`src/rtl/tick_route_pkg.sv`:
```
package tick_route_pkg;
   typedef enum logic [2:0] {
      RT_NONE  = 3'd0,
      RT_NSEC  = 3'd1,
      RT_SEC   = 3'd2,
      RT_RAZ   = 3'd3,
      RT_FAULT = 3'd4
   } route_e;
endpackage

```
`src/rtl/tick_win_decode.sv`:
```
module tick_win_decode #(
   parameter int unsigned           ADDR_W = 32,
   parameter int unsigned           OFF_W  = 8,
   parameter logic [ADDR_W-1:0]     BASE   = '0,
   parameter int unsigned           SPAN   = 224
) (
   input  logic [ADDR_W-1:0] addr,
   output logic              hit,
   output logic [OFF_W-1:0]  off
);
   localparam logic [ADDR_W-1:0] LIMIT = BASE + ADDR_W'(SPAN);

   if (SPAN > (1 << OFF_W)) begin : g_bad_span
      $error("tick_win_decode: SPAN does not fit OFF_W");
   end

   always_comb begin
      hit = (addr >= BASE) && (addr < LIMIT);
      off = OFF_W'(addr - BASE);
   end
endmodule

```
`src/rtl/tick_route_select.sv`:
```
module tick_route_select
   import tick_route_pkg::*;
(
   input  logic   pri_hit,
   input  logic   ali_hit,
   input  logic   sec,
   input  logic   user,
   input  logic   sec_ext,
   output route_e route
);
   always_comb begin
      route = RT_NONE;
      if (pri_hit) begin
         route = (sec && sec_ext) ? RT_SEC : RT_NSEC;
      end else if (ali_hit) begin
         if (sec)       route = RT_NSEC;
         else if (user) route = RT_FAULT;
         else           route = RT_RAZ;
      end
   end
endmodule

```
`src/rtl/tick_resp_mux.sv`:
```
module tick_resp_mux
   import tick_route_pkg::*;
#(
   parameter int unsigned DATA_W = 32
) (
   input  logic              clk,
   input  logic              rst_n,
   input  logic              vld_q,
   input  route_e            route_q,
   input  logic [DATA_W-1:0] ns_rdata,
   input  logic              ns_err,
   input  logic [DATA_W-1:0] s_rdata,
   input  logic              s_err,
   output logic [DATA_W-1:0] rsp_rdata,
   output logic              rsp_err
);
   always_comb begin
      rsp_rdata = '0;
      rsp_err   = 1'b0;
      if (vld_q) begin
         unique case (route_q)
            RT_NSEC:  begin rsp_rdata = ns_rdata; rsp_err = ns_err; end
            RT_SEC:   begin rsp_rdata = s_rdata;  rsp_err = s_err;  end
            RT_FAULT: rsp_err = 1'b1;
            default:  ;
         endcase
      end
   end

   AST_RAZ_QUIET: assert property (@(posedge clk) disable iff (!rst_n)
      (vld_q && route_q == RT_RAZ) |-> (rsp_rdata == '0 && !rsp_err));
   AST_FAULT_ERR: assert property (@(posedge clk) disable iff (!rst_n)
      (vld_q && route_q == RT_FAULT) |-> (rsp_err && rsp_rdata == '0));
   AST_BANK_PASS: assert property (@(posedge clk) disable iff (!rst_n)
      (vld_q && route_q == RT_SEC) |-> (rsp_rdata == s_rdata && rsp_err == s_err));
endmodule

```
`src/rtl/tick_bank_router.sv`:
```
module tick_bank_router
   import tick_route_pkg::*;
#(
   parameter int unsigned       ADDR_W        = 32,
   parameter int unsigned       DATA_W        = 32,
   parameter int unsigned       SIZE_W        = 2,
   parameter int unsigned       WIN_SPAN      = 224,
   parameter logic [ADDR_W-1:0] PRI_BASE      = 32'hE000_E010,
   parameter logic [ADDR_W-1:0] ALI_BASE      = 32'hE002_E010,
   parameter bit                HAS_ALIAS_WIN = 1'b1,
   localparam int unsigned      OFF_W         = $clog2(WIN_SPAN)
) (
   input  logic              clk,
   input  logic              rst_n,
   input  logic              cfg_sec_ext,
   input  logic              cfg_v8,
   input  logic              req_vld,
   input  logic [ADDR_W-1:0] req_addr,
   input  logic              req_wr,
   input  logic [DATA_W-1:0] req_wdata,
   input  logic [SIZE_W-1:0] req_size,
   input  logic              req_sec,
   input  logic              req_user,
   output logic              req_hit,
   output logic              rsp_vld,
   output logic [DATA_W-1:0] rsp_rdata,
   output logic              rsp_err,
   output logic              ns_vld,
   output logic              ns_wr,
   output logic [OFF_W-1:0]  ns_off,
   output logic [DATA_W-1:0] ns_wdata,
   output logic [SIZE_W-1:0] ns_size,
   output logic              ns_user,
   input  logic [DATA_W-1:0] ns_rdata,
   input  logic              ns_err,
   output logic              s_vld,
   output logic              s_wr,
   output logic [OFF_W-1:0]  s_off,
   output logic [DATA_W-1:0] s_wdata,
   output logic [SIZE_W-1:0] s_size,
   output logic              s_user,
   input  logic [DATA_W-1:0] s_rdata,
   input  logic              s_err,
   input  logic              ns_tick_irq,
   input  logic              s_tick_irq,
   output logic              irq_ns_o,
   output logic              irq_s_o
);
   if (WIN_SPAN == 0 || DATA_W % 8 != 0) begin : g_bad_geom
      $error("tick_bank_router: bad WIN_SPAN or DATA_W");
   end
   if (!((64'(PRI_BASE) + WIN_SPAN <= 64'(ALI_BASE)) ||
         (64'(ALI_BASE) + WIN_SPAN <= 64'(PRI_BASE)))) begin : g_bad_overlap
      $error("tick_bank_router: windows overlap");
   end
   if (64'(PRI_BASE) + WIN_SPAN > (64'd1 << ADDR_W) ||
       64'(ALI_BASE) + WIN_SPAN > (64'd1 << ADDR_W)) begin : g_bad_wrap
      $error("tick_bank_router: window wraps the address space");
   end

   logic             pri_hit, ali_hit;
   logic [OFF_W-1:0] pri_off, ali_off;
   route_e           route_d, route_q;
   logic             vld_q, wr_q, user_q;
   logic [OFF_W-1:0] off_q;
   logic [DATA_W-1:0] wdata_q;
   logic [SIZE_W-1:0] size_q;

   tick_win_decode #(.ADDR_W(ADDR_W), .OFF_W(OFF_W), .BASE(PRI_BASE), .SPAN(WIN_SPAN))
   i_pri_dec (.addr(req_addr), .hit(pri_hit), .off(pri_off));

   if (HAS_ALIAS_WIN) begin : g_alias
      logic ali_raw;
      tick_win_decode #(.ADDR_W(ADDR_W), .OFF_W(OFF_W), .BASE(ALI_BASE), .SPAN(WIN_SPAN))
      i_ali_dec (.addr(req_addr), .hit(ali_raw), .off(ali_off));
      assign ali_hit = ali_raw && cfg_v8;
   end else begin : g_no_alias
      logic unused_v8;
      assign unused_v8 = cfg_v8;
      assign ali_hit   = 1'b0;
      assign ali_off   = '0;
   end

   tick_route_select i_sel (
      .pri_hit(pri_hit), .ali_hit(ali_hit), .sec(req_sec), .user(req_user),
      .sec_ext(cfg_sec_ext), .route(route_d));

   assign req_hit = pri_hit || ali_hit;

   always_ff @(posedge clk or negedge rst_n) begin
      if (!rst_n) begin
         vld_q   <= 1'b0;
         route_q <= RT_NONE;
         wr_q    <= 1'b0;
         user_q  <= 1'b0;
         off_q   <= '0;
         wdata_q <= '0;
         size_q  <= '0;
      end else begin
         vld_q <= req_vld && req_hit;
         if (req_vld && req_hit) begin
            route_q <= route_d;
            wr_q    <= req_wr;
            user_q  <= req_user;
            off_q   <= pri_hit ? pri_off : ali_off;
            wdata_q <= req_wdata;
            size_q  <= req_size;
         end
      end
   end

   assign rsp_vld  = vld_q;
   assign ns_vld   = vld_q && (route_q == RT_NSEC);
   assign s_vld    = vld_q && (route_q == RT_SEC);
   assign ns_wr    = wr_q;
   assign ns_off   = off_q;
   assign ns_wdata = wdata_q;
   assign ns_size  = size_q;
   assign ns_user  = user_q;
   assign s_wr     = wr_q;
   assign s_off    = off_q;
   assign s_wdata  = wdata_q;
   assign s_size   = size_q;
   assign s_user   = user_q;

   tick_resp_mux #(.DATA_W(DATA_W)) i_rsp (
      .clk(clk), .rst_n(rst_n), .vld_q(vld_q), .route_q(route_q),
      .ns_rdata(ns_rdata), .ns_err(ns_err), .s_rdata(s_rdata), .s_err(s_err),
      .rsp_rdata(rsp_rdata), .rsp_err(rsp_err));

   assign irq_ns_o = ns_tick_irq;
   assign irq_s_o  = s_tick_irq && cfg_sec_ext;

   AST_ONE_STROBE: assert property (@(posedge clk) disable iff (!rst_n)
      !(ns_vld && s_vld));
   AST_RSP_NEXT: assert property (@(posedge clk) disable iff (!rst_n)
      (req_vld && req_hit) |=> rsp_vld);
   AST_MISS_QUIET: assert property (@(posedge clk) disable iff (!rst_n)
      (req_vld && !req_hit) |=> (!rsp_vld && !ns_vld && !s_vld));
   AST_SEC_NEEDS_EXT: assert property (@(posedge clk) disable iff (!rst_n)
      s_vld |-> cfg_sec_ext);
   AST_ALIAS_NEEDS_V8: assert property (@(posedge clk) disable iff (!rst_n)
      (req_vld && req_hit && !pri_hit) |-> cfg_v8);
endmodule

```
`config.mk`:
```
export PLATFORM = sky130hd
export DESIGN_NAME = tick_bank_router
export DESIGN_NICKNAME = d
export VERILOG_FILES = /design/src/rtl/tick_route_pkg.sv /design/src/rtl/tick_win_decode.sv /design/src/rtl/tick_route_select.sv /design/src/rtl/tick_resp_mux.sv /design/src/rtl/tick_bank_router.sv
export SDC_FILE = /design/constraint.sdc
export NUM_CORES = 1
export LEC_CHECK = 0
export BUFFER_PORTS_ARGS = -buffer_cell sky130_fd_sc_hd__buf_2
export CORE_AREA = 2 2 105 107
export DETAILED_ROUTE_END_ITERATION = 10
export DIE_AREA = 0 0 107 109
export GPL_ROUTABILITY_DRIVEN = 1
export SLEW_MARGIN = 20
export SYNTH_ARGS = -nofsm -noshare
export SYNTH_HDL_FRONTEND = slang
export SYNTH_SLANG_ARGS = --single-unit
```
`constraint.sdc`:
```
create_clock -name clk -period 2.2 [get_ports clk]
set_clock_uncertainty 0.05 [all_clocks]
set_input_delay 0.11 -clock clk [delete_from_list [all_inputs] [get_ports clk]]
set_output_delay 0.11 -clock clk [all_outputs]
set_load 0.05 [all_outputs]
```
==> results of run 1 <==
[area by class of cell]
type | count | area [um^2]
Timing Repair Buffer | 311 | 1770
Clock buffer | 6 | 72.6
Inverter | 4 | 15.0
Clock inverter | 1 | 5.00
Sequential cell | 48 | 1200
Fill cell | 1017 | 6010
Multi-Input combinational cell | 122 | 1350
Tap cell | 140 | 175
[flip-flops by register name, indices dropped and copies added, names as in the netlist]
name      cells
ns_user       1
route_q       3
rsp_vld       1
ns_wdata     32
ns_wr         1
ns_off        8
ns_size       2
[what timing repair did]
action	CTS	global route
hold buffers	36	1
endpoints found under the setup margin	0	0
endpoints found under the hold margin	67	1
gates resized for setup	0	0
[final timing paths]
check / startpoint / endpoint / slack [ps] / depth (start not counted)
worst max-delay path: route_q[0] / rsp_rdata[27] / 110 / 5
worst min-delay path: req_addr[0] / ns_off[0] / 20 / 2
worst max register to register: route_q[0] / route_q[0] / 1230 / 3
worst min register to register: ns_off[0] / ns_off[0] / 480 / 1
max in group asynchronous: rst_n / ns_wdata[27] / 1000 / 3
min in group asynchronous: rst_n / ns_wdata[25] / 370 / 2
[layer usage]
layer | global-route usage (%) | up-vias
met5 | 0 | -
met4 | 3.15 | 0
met3 | 3.53 | 8
met2 | 29.5 | 141
met1 | 16.9 | 1390
li1 | - | 1321
[Yosys cell counts]
| cell type | count | area [um^2] |
|---|---|---|
| nand2b_1 | 1 | 6.26 |
| nand3b_1 | 2 | 15.0 |
| nor4bb_1 | 3 | 30.0 |
| mux2_4 | 39 | 586 |
| a22o_1 | 32 | 280 |
| dfrtp_1 | 48 | 1200 |
| mux2_2 | 5 | 56.3 |
| or3b_2 | 1 | 8.76 |
| buf_6 | 4 | 45.0 |
| inv_1 | 4 | 15.0 |
| and2_1 | 2 | 12.5 |
| a21oi_2 | 1 | 8.76 |
| nor4_4 | 1 | 21.3 |
| buf_4 | 45 | 338 |
| nand4b_1 | 1 | 8.76 |
| o41ai_1 | 2 | 17.5 |
| nand2_1 | 4 | 15.0 |
| nor4_2 | 3 | 37.5 |
| or4_2 | 1 | 8.76 |
| o21ai_0 | 1 | 5.00 |
| ha_1 | 3 | 37.5 |
| xor2_1 | 2 | 17.5 |
| nor3_1 | 1 | 5.00 |
| nor4b_2 | 1 | 15.0 |
| nor2b_1 | 1 | 6.26 |
| nand3_1 | 2 | 10.0 |
| nor4_1 | 1 | 6.26 |
| mux2i_1 | 1 | 10.0 |
| o21a_1 | 2 | 15.0 |
| and3_2 | 1 | 7.51 |
| nor4b_1 | 3 | 26.3 |
| clkbuf_1 | 7 | 26.3 |
| a21oi_1 | 1 | 5.00 |
| nand4_2 | 1 | 12.5 |
| nand4_1 | 2 | 12.5 |
| o31ai_1 | 1 | 7.51 |
[placed cells by master, fill, tap and decap left out, types with 2 or more instances in the layout]
cell	netlist	final
nor4b_2	1	2
dfrtp_1	48	48
and2_1	2	2
xor2_1	2	2
a22o_1	32	32
clkbuf_8	0	5
nor4_2	3	3
dlygate4sd3_1	0	37
inv_1	4	4
o41ai_1	2	2
buf_2	0	266
o21a_1	2	2
nand3b_1	2	2
nand2_1	4	4
nand4_1	2	2
buf_4	45	7
nand3_1	2	2
mux2_2	5	5
nor4bb_1	3	2
mux2_4	39	39
ha_1	3	3
[power groups by stage]
stage / combinational, mW / sequential [mW] / clock, mW
floorplan: 0.0324 / 0.899 / 0
global placement: 0.188 / 0.899 / 0
detailed placement: 0.194 / 0.899 / 0
CTS: 0.242 / 0.881 / 0.533
global route: 0.265 / 0.882 / 0.575
finish: 0.241 / 0.881 / 0.513
[cell families after synthesis]
kind of cell	count (synthesis)
simple gates	32
xor+xnor	2
flops	48
compound gates	40
mux	45
buf+inv	60
fa+ha+maj	3
[stage by stage]
stage | cells | setup WS [ps] | power, mW | area [um^2] | hold slack (ps)
after global routing | 632 | 4.33 | 1.72 | 4590 | 6.03
after CTS | 631 | 92.8 | 1.66 | 4580 | 1.63
after global placement | 588 | 85.3 | 1.09 | 4140 | 166
final | 632 | 111 | 1.64 | 4590 | 17.3
after detailed placement | 588 | 58.1 | 1.09 | 4140 | 171
after floorplan | 230 | 0.340 | 0.932 | 2950 | -236
==> flow_summary_export.csv, run 1 <==
group,metric,value,unit
placed_design,place_congestion,0.765,
final_layout,syn_to_final_growth,56.3,%
power,power.leakage,2.66,nW
final_layout,drive_above_1_share,68.5,%
timing,fmax,479,MHz
routing,first_iter_violations,130,
power,powerDensity,356,mW/mm^2
critical_path,slowest_stage,"dfrtp_1",
routing,m1WireLength,3630,um
power,p_sw,0.389,mW
clocking,post_cts_buffers,0,
floorplanning,chipWidth,107,um
routing,viasPerCell,4.53,
critical_path,startpoint_type,"register",
critical_path,end_kind,"output pin",
routing,ant_nets,0,
clocking,clk_latency,290,ps
logic_synthesis,ys_types,36,
critical_path,crit_chain,"inv_1 > nor4b_4 > buf_4 > a22o_1 > buf_2",
final_layout,fin_util,43.3,%
power,switching_share,23.8,%
critical_path,crit_fanout,33,
routing,vias,2860,
job,cap_viol_max_count,0,
critical_path,critPathKind,"reg -> out",
routing,drc,0,
floorplanning,initial_utilization,27.7,%
logic_synthesis,netlist_instances,230,
placed_design,hpwl,7510,um
routing,dr_wl_met3,682,um
critical_path,path_delay_family,"buffers and inverters",
routing,drtPass1Iterations,4,
logic_synthesis,synth_simple_gate_area_share,9.03,%
floorplanning,die_h,109,um
timing,slew_headroom,49.2,%
critical_path,worst-path-buf-inv,3,
clocking,cts_tree,"yes",
logic_synthesis,ys_ff_latch,48,
floorplanning,num_rows,38,
timing,fin_crit,2090,ps
timing,setup_violations,0,
timing,setup-tns-final,0,ps
timing,finalHoldViolCount,0,
logic_synthesis,syn_area,0.00294,mm^2
global_route,grt_max_degree,34,
floorplanning,pin_count,269,
global_route,overflow,0,
routing,top_layer,"met4",
global_route,antenna_found_initial,0,
final_layout,n_antenna_cell,0,
routing,wl_per_cell,15.3,um
timing,grt_setup_unrepaired,"no",
logic_synthesis,muxShareOfSynthArea,22.2,%
outcome,outcome,"finished, final reports clean",
clocking,h-tree-depth,2,
clocking,cts.sinks,48,
routing,met2_wirelength,5250,um
placed_design,numPortBuffers,266,
power,intPower,1.25,mW
worst_hold_path,hold_path_class,"in -> reg",
logic_synthesis,synth-compound-area-share,11.5,%
power,seqPwrFrac,53.9,%
clocking,cts_max_path_buffers,2,
global_route,grt_usage,15.2,%
logic_synthesis,syn_avg_cell_area,12.8,um^2
critical_path,required,2040,ps
final_layout,fin_nets,637,
critical_path,slowest_delay,440,ps
power,p_comb_share,14.8,%
timing,fin_crit_sh,94.9,%
floorplanning,core_area,0.0106,mm^2
logic_synthesis,synth_top_family_by_area,"multiplexers",
timing,tightest_slew,762,ps
logic_synthesis,synth_xor_area_share,0.597,%
global_route,grt_pass1_vias,2729,
global_route,grt_pass1_wl,13800,um
clocking,root_buffer,"clkbuf_8",
power,pwr-share-clk,31.4,%
timing,slew_viol_final,0,
power,peakVddDrop,0.000232,V
logic_synthesis,synthAdderAreaFrac,1.28,%
logic_synthesis,syn_nets,375,
routing,routed_wl,9640,um
critical_path,cp_data_arrival_time,1930,ps
clocking,cts.clk_slew.worst_paths,90,ps
floorplanning,dieArea,0.0117,mm^2
logic_synthesis,yosysWarnings,0,
logic_synthesis,ys_seq_area_share,40.9,%
clocking,cts_made_buffers,5,
Power figures use the tool's default switching activity.
==> run 2, diff against run 1 <==
--- a/config.mk
+++ b/config.mk
@@ -7,6 +7,7 @@
 export LEC_CHECK = 0
 export BUFFER_PORTS_ARGS = -buffer_cell sky130_fd_sc_hd__buf_2
 export CORE_AREA = 2 2 105 107
+export CTS_BUF_LIST = sky130_fd_sc_hd__clkbuf_16
 export DETAILED_ROUTE_END_ITERATION = 10
 export DIE_AREA = 0 0 107 109
 export GPL_ROUTABILITY_DRIVEN = 1
==> flow_summary_export.csv, run 2 (same netlist as run 1, synthesis figures left out) <==
group,metric,value,unit
floorplanning,core_area,0.0106,mm^2
global_route,grt_usage,14.6,%
power,powerDensity,414,mW/mm^2
clocking,post_cts_buffers,0,
critical_path,end_kind,"output pin",
clocking,clk_latency,280,ps
final_layout,final_cell_mix,"buf_2 (266), dfrtp_1 (48), mux2_4 (39)",
timing,slew_viol_final,0,
final_layout,fin_nets,607,
final_layout,final_cell_area,0.00435,mm^2
routing,vias,2730,
floorplanning,num_rows,38,
final_layout,largest_reg_flops,32,
timing,slew_headroom,49.5,%
power,total_power,1.80,mW
timing,tightest_slew,757,ps
final_layout,fin_util,41.0,%
job,cap_viol_max_count,0,
timing,setup-tns-final,0,ps
clocking,cts.clk_slew.worst_paths,60,ps
critical_path,crit_fanout,33,
timing,hold_slack,5.22,ps
critical_path,worstReg2RegEnd,"route_q[0]",
placed_design,place_area,0.00414,mm^2
global_route,grt_pass1_wl,13200,um
final_layout,drive_above_1_share,72.9,%
global_route,grt_pass1_vias,2608,
global_route,antenna_found_initial,1,
final_layout,syn_to_final_growth,48.2,%
worst_hold_path,holdPathStages,2,
floorplanning,initial_utilization,27.7,%
floorplanning,chipWidth,107,um
timing,fmax,483,MHz
critical_path,cp_data_arrival_time,1910,ps
final_layout,fillers,1038,
worst_hold_path,hold_path_class,"in -> reg",
timing,fin_crit_sh,94.1,%
timing,setup_slack,130,ps
timing,setup_violations,0,
critical_path,r2r_start,"route_q[0]",
critical_path,startpoint_type,"register",
placed_design,hpwl,7510,um
worst_hold_path,min_to,"ns_wdata[30]",
worst_hold_path,hp-start,"req_wdata[30]",
critical_path,ff2ff_path_depth,3,
final_layout,final_common_cell,"buf_2",
clocking,cts_max_path_buffers,2,
clocking,h-tree-depth,2,
routing,drc,0,
routing,wl_per_cell,15.2,um
timing,grt_setup_unrepaired,"no",
timing,finalHoldViolCount,0,
routing,viasPerCell,4.52,
critical_path,required,2040,ps
routing,ant_nets,0,
floorplanning,dieArea,0.0117,mm^2
critical_path,critPathKind,"reg -> out",
timing,fin_crit,2070,ps
clocking,cts_tree,"yes",
placed_design,dp_cells,588,
critical_path,r2r_slack,1240,ps
placed_design,numPortBuffers,266,
clocking,cts_made_buffers,5,
outcome,outcome,"finished, final reports clean",
global_route,overflow,0,
power,power.leakage,2.56,nW
routing,first_iter_violations,117,
floorplanning,die_h,109,um
routing,drtPass1Iterations,4,
power,peakVddDrop,0.000318,V
placed_design,place_congestion,0.765,
routing,routed_wl,9200,um
floorplanning,pin_count,269,
clocking,root_buffer,"clkbuf_16",
clocking,cts.sinks,48,
placed_design,pre_cts_ws,58.1,ps
final_layout,fin_cells,604,
global_route,grt_max_degree,34,
run 2: cell count changes in the layout (fill, tap and decap cells not counted), sizes merged:
cell | before | now
dlygate4sd3 | 37 | 7
diode | 0 | 2
inv | 4 | 5
clkbuf | 6 | 5
run 2: repair_timing:
| action | 4_1_cts | 5_1_grt |
|---|---|---|
| hold buffers | 7 | 0 |
| endpoints found under the setup margin | 0 | 0 |
| gates resized for setup | 0 | 0 |
| hold endpoints to repair | 38 | 0 |
run 2: worst max path at each step:
stage,from,to,slack [ps],cells past startpoint
2_1_floorplan,rsp_vld,rsp_rdata[22],0.3,4
3_3_place_gp,req_addr[19],ns_off[1],90,7
3_5_place_dp,req_addr[19],ns_off[3],60,7
4_1_cts,route_q[0],rsp_rdata[27],120,5
5_1_grt,route_q[0],rsp_rdata[15],40,5
6_report,route_q[0],rsp_rdata[27],130,5
run 2: area by class of cell:
class / count / area, um^2 / area share (%)
Antenna cell: 2 / 5.00 / 0.115
Clock buffer: 5 / 125 / 2.88
Clock inverter: 2 / 8.76 / 0.201
Inverter: 4 / 15.0 / 0.345
Multi-Input combinational cell: 122 / 1350 / 31.0
Sequential cell: 48 / 1200 / 27.6
Tap cell: 140 / 175 / 4.03
Timing Repair Buffer: 281 / 1470 / 33.9
run 2: layer usage:
metal,vias up,wire length [um],global-route usage (%),share of wire (%)
met4,0,108,2.88,1.2
met1,1306,3550,16.4,39
met5,-,0,0,0
met2,147,4880,27.9,53
met3,12,662,3.53,7.2
li1,1265,-,-,-
run 2: where the power goes:
part,internal [mW],switching (mW),leakage (nW)
combinational,0.113,0.0853,1.83
clock,0.409,0.313,0.0709
sequential,0.882,0.00000185,0.661
total,1.40,0.398,2.56
run 2: worst max-delay path, stage by stage (launching register included):
cell and delay [ps]:
dfrtp_1 430, inv_1 130, nor4b_4 250, buf_4 350, a22o_1 200, buf_2 260
